File: src/rtl/irq_chain_ctrl.sv
module irq_chain_ctrl #(
  parameter int NSRC = 6,
  parameter int VW   = 8
) (
  input  logic            clk,
  input  logic            rst_n,
  input  logic [NSRC-1:0] req,
  input  logic [NSRC-1:0] src_en,
  input  logic [VW-1:0]   vec_base,
  input  logic            vec_mod,
  input  logic            iei,
  input  logic            m1_n,
  input  logic            iorq_n,
  input  logic            rd_n,
  input  logic [7:0]      data_in,
  output logic            int_n,
  output logic            ieo,
  output logic [VW-1:0]   vec_out,
  output logic            vec_oe
);
  localparam int IW = 3;
  localparam logic [7:0] OP_PRE = 8'hED;
  localparam logic [7:0] OP_RET = 8'h4D;

  logic [NSRC-1:0] pend, insvc, insvc_nx;
  logic            ret_q, ack_q, fetch_q, hit_q;
  logic [IW-1:0]   idx_q;

  logic ack, fetch, ack_start, fetch_start;
  assign ack         = ~m1_n & ~iorq_n;
  assign fetch       = ~m1_n & ~rd_n;
  assign ack_start   = ack & ~ack_q;
  assign fetch_start = fetch & ~fetch_q;

  logic          win_hit, blocked;
  logic [IW-1:0] win_idx;
  always_comb begin
    win_hit = 1'b0;
    win_idx = '0;
    blocked = 1'b0;
    for (int i = 0; i < NSRC; i++) begin
      blocked = blocked | insvc[i];
      if (!win_hit && pend[i] && !blocked) begin
        win_hit = 1'b1;
        win_idx = IW'(i);
      end
    end
  end

  logic          clr_hit;
  logic [IW-1:0] clr_idx;
  always_comb begin
    clr_hit = 1'b0;
    clr_idx = '0;
    for (int i = 0; i < NSRC; i++)
      if (!clr_hit && insvc[i]) begin
        clr_hit = 1'b1;
        clr_idx = IW'(i);
      end
  end

  logic          sel_hit;
  logic [IW-1:0] sel_idx;
  assign sel_hit = ack_q ? hit_q : (win_hit & iei);
  assign sel_idx = ack_q ? idx_q : win_idx;

  assign int_n  = ~(iei & win_hit);
  assign ieo    = iei & ~(|insvc) & (ret_q | ~(|pend));
  assign vec_oe = ack & iei & sel_hit;
  assign vec_out = vec_mod ? {vec_base[VW-1:4], sel_idx, vec_base[0]} : vec_base;

  logic do_ret;
  assign do_ret = fetch_start & ret_q & (data_in == OP_RET) & iei & clr_hit;

  always_comb begin
    insvc_nx = insvc;
    if (ack_start && iei && win_hit) insvc_nx[win_idx] = 1'b1;
    if (do_ret) insvc_nx[clr_idx] = 1'b0;
  end

  always_ff @(posedge clk or negedge rst_n) begin
    if (!rst_n) begin
      pend    <= '0;
      insvc   <= '0;
      ret_q   <= 1'b0;
      ack_q   <= 1'b0;
      fetch_q <= 1'b0;
      hit_q   <= 1'b0;
      idx_q   <= '0;
    end else begin
      if (m1_n) pend <= req & src_en;
      insvc   <= insvc_nx;
      ack_q   <= ack;
      fetch_q <= fetch;
      if (ack_start) begin
        hit_q <= win_hit & iei;
        idx_q <= win_idx;
      end
      if (fetch_start) ret_q <= (data_in == OP_PRE);
    end
  end

  a_r5_pend_frozen: assert property (@(posedge clk) disable iff (!rst_n)
    (!m1_n && $past(!m1_n)) |-> $stable(pend));

  a_r3_int_needs_iei: assert property (@(posedge clk) disable iff (!rst_n)
    !int_n |-> iei);

  a_r6_ack_sets_one: assert property (@(posedge clk) disable iff (!rst_n)
    (ack_start && iei && !int_n && !fetch_start) |=>
      ($countones(insvc) == $past($countones(insvc)) + 1));

  a_r9_ret_clears_one: assert property (@(posedge clk) disable iff (!rst_n)
    (do_ret && !ack_start) |=>
      ($countones(insvc) + 1 == $past($countones(insvc))));

  a_r6_vec_needs_ack: assert property (@(posedge clk) disable iff (!rst_n)
    vec_oe |-> (!m1_n && !iorq_n && iei));

  a_r8_open_chain: assert property (@(posedge clk) disable iff (!rst_n)
    (ret_q && iei && insvc == '0) |-> ieo);
endmodule

File: config.mk
export PLATFORM = sky130hd
export DESIGN_NAME = irq_chain_ctrl
export DESIGN_NICKNAME = d
export VERILOG_FILES = /design/src/rtl/irq_chain_ctrl.sv
export SDC_FILE = /design/constraint.sdc
export NUM_CORES = 1
export LEC_CHECK = 0
export BUFFER_PORTS_ARGS = -buffer_cell sky130_fd_sc_hd__clkbuf_2
export CAP_MARGIN = 5
export CORE_ASPECT_RATIO = 0.6
export CORE_UTILIZATION = 47
export CTS_BUF_LIST = sky130_fd_sc_hd__clkbuf_4 sky130_fd_sc_hd__clkbuf_8 sky130_fd_sc_hd__clkbuf_16
export CTS_CLUSTER_SIZE = 40
export DETAILED_ROUTE_END_ITERATION = 12
export PLACE_DENSITY = 0.79
export SLEW_MARGIN = 5
export SYNTH_ARGS = -nofsm -noshare
export SYNTH_HDL_FRONTEND = slang
export SYNTH_SLANG_ARGS = --single-unit
File: constraint.sdc
create_clock -name clk -period 2.6 [get_ports clk]
set_clock_uncertainty 0.15 [all_clocks]
set_input_delay 0.65 -clock clk [delete_from_list [all_inputs] [get_ports clk]]
set_output_delay 0.65 -clock clk [all_outputs]
set_load 0.03 [all_outputs]
==> impl_metrics.tcl <==
set metrics [dict create \
    status "complete, but fails checks" \
    violations "setup timing" \
    multi_input_area_um2 631 \
    dp.cells 182 \
    start_util_pct 51.1 \
    root_buffer "clkbuf_8" \
    netlist_area_um2 1130 \
    dieArea_um2 2610 \
    regArea_um2 475 \
    max_freq_mhz 352 \
    design_area_um2 1540 \
    yosysSeqAreaShare_pct 42.0 \
    dp_slack_ps -49.6 \
    cp_data_required_time_ps 1800 \
    num-nets-final 196 \
    period_needed_ps 2840 \
    max-slew-margin-rel_pct 67.9 \
    drt-pass1-iter-count 4 \
    io_buffers 35 \
    period_share_pct 109 \
    vias 1094 \
    holdWs_ps 179 \
    yosys-top-cells-area "dfrtp_1 42%, o21ai_0 6.6%, a2111oi_4 4.9%" \
    reg2regPathDepth 4 \
    crit_slowest_cell "or4_4" \
    areaGrowthSynthToFinish_pct 36.3 \
    start_kind "register" \
    cts_buffer_depth 2 \
    fillers 173 \
    wl_mm 2.73 \
    vdd.ir_drop.worst_uv 362 \
    synth_top_area_share_pct 42.0 \
    cts_tree "built" \
    cts_sinks 19 \
    cts-buffers-inserted 3 \
    synth_fp_nets 153 \
    diodes 0 \
    synth_seq_cells 19 \
    power_density_nw_per_um2 650 \
    setup_ws_ps -237 \
    finalSetupViolations 5 \
    core_um2 2210 \
    startpoint "insvc[0]$_DFF_PN0_" \
    hold_viol 0 \
    syn_avg_cell_area_um2 9.59 \
    drv_cap 0 \
    worstSkewPairLatency_ps 260 \
    r2r-start "insvc[0]$_DFF_PN0_" \
    drv_slew 0 \
    first_global_vias 930 \
    slowest_delay_ps 580 \
    drt-wirelength-per-cell_um 14.4 \
    end_kind "output pin" \
    fp.dieH_um 40 \
    drc_errors 0 \
    antenna_left 0 \
    worstPathMaxFanout 4 \
    overflow 0 \
    rows 13 \
    h-tree-depth 1 \
    design.portCount 46 \
    drtIter0Drc 54 \
    final_common_cell "clkbuf_2" \
    grt_max_degree 20 \
    fin_setup_tns_ps -1030 \
    placed_cell_area_um2 1380 \
    synth-async-reset-ratio_pct 100 \
    arrival_ps 2040 \
    path_class "reg -> out" \
    antenna_found_initial 0 \
    dp_hpwl_mm 2.10 \
    hold_buffers 0 \
    synth_edf_count 0 \
    synth.distinct_cells 41 \
    gp_congestion 0.862 \
    grt_pass1_wl_mm 4.28 \
    viasPerCell 5.76 \
    power.leakage_nw 0.662 \
    final_cell_mix "29 x clkbuf_2, 19 x dfrtp_1, 14 x o21ai_0" \
    syn_inst 118 \
    worst_slew_pin_slew_ps 481 \
    ys.flop_type "dfrtp_1" \
    clk_pin_slew_ps 80 \
    synth_area_leader_cell "dfrtp_1" \
    hold_path.class "in -> async" \
    final_cells 190 \
    ys.warnings.count 0 \
    cp_cell_sequence "or4_4 -> buf_4 -> a2111oi_4 -> o21ai_2 -> a31oi_4 -> buf_8" \
    track_usage_pct 23.4 \
    layout-drive-gt1-share_pct 42.5 \
    die_width_um 65.3 \
    rsz0062_at_grt "true" \
]
## flip-flops by register name, indices dropped and copies added, names as in the netlist
signal   count
idx_q        3
fetch_q      1
ack_q        1
ret_q        1
pend         6
hit_q        1
insvc        6
## per-layer routing
metal	up-vias	share of wire, %	track usage, %
met5	-	0	0
met4	0	0.99	10.3
met3	4	9.3	7.10
met2	63	42	34.5
met1	506	48	32.1
li1	521	-	-
## area by class of cell
cell class              instances  area share, %
repair buffers                 47           20.9
inverters                       8           1.95
well taps                      30           2.44
flip-flops and latches         19           30.8
clock buffers                   3           2.68
clock inverters                 1          0.325
multi-input cells              82           40.9
## critical path: cells and delay by family (launching register included)
kind                   cells  cell delay [ps]
and+or+nand+nor            1              580
AOI/OAI and AO/OA          3              500
buffers and inverters      2              300
DFF                        1              390
## synth_stat cells (2+ instances only)
library cell,number
nand2b_1,3
nor2b_1,2
clkbuf_1,3
nor2_1,6
a31oi_1,2
and2_1,2
buf_4,5
a21oi_1,2
o21ai_0,15
nand4_1,2
nor4_1,2
a2111oi_4,2
nand3_1,6
o31ai_1,2
o211ai_1,2
inv_1,8
nor3_1,3
nand2_1,8
o41ai_1,3
dfrtp_1,19
## per-stage QoR
step                      total power, mW  utilization, %
after floorplan                     0.608               -
after global placement              0.694            62.3
after detailed placement            0.713            62.3
after CTS                           0.961            67.8
after global routing                 1.05            69.7
final                                1.00            69.7
## final timing paths
check / endpoint / slack (ps)
min: insvc[2]$_DFF_PN0_ / 180
min reg2reg: idx_q[1]$_DFFE_PN0P_ / 330
max in group asynchronous: pend[4]$_DFFE_PN0P_ / 1790
max reg2reg: idx_q[2]$_DFFE_PN0P_ / 670
min in group clk: idx_q[1]$_DFFE_PN0P_ / 330
max: vec_out[3] / -240
## kinds of logic after synthesis
kind of cell | Yosys count | synth area share [%]
muxes | 1 | 0.885
DFF | 19 | 42.0
and+or+nand+nor | 45 | 23.8
AOI/OAI and AO/OA | 36 | 25.3
buffers and inverters | 17 | 7.96
## report_power, final
part | leakage, nW | switching, mW | internal (mW)
clock network | 0.0255 | 0.104 | 0.107
logic | 0.391 | 0.208 | 0.192
registers | 0.245 | 0.0488 | 0.343
total | 0.662 | 0.361 | 0.642
## timing repair
item                       in CTS  in global routing
pin swaps                       9                  6
setup buffers                   2                  4
gates resized for setup        14                 10
setup endpoints to repair       5                  6
Power figures use the tool's default switching activity.
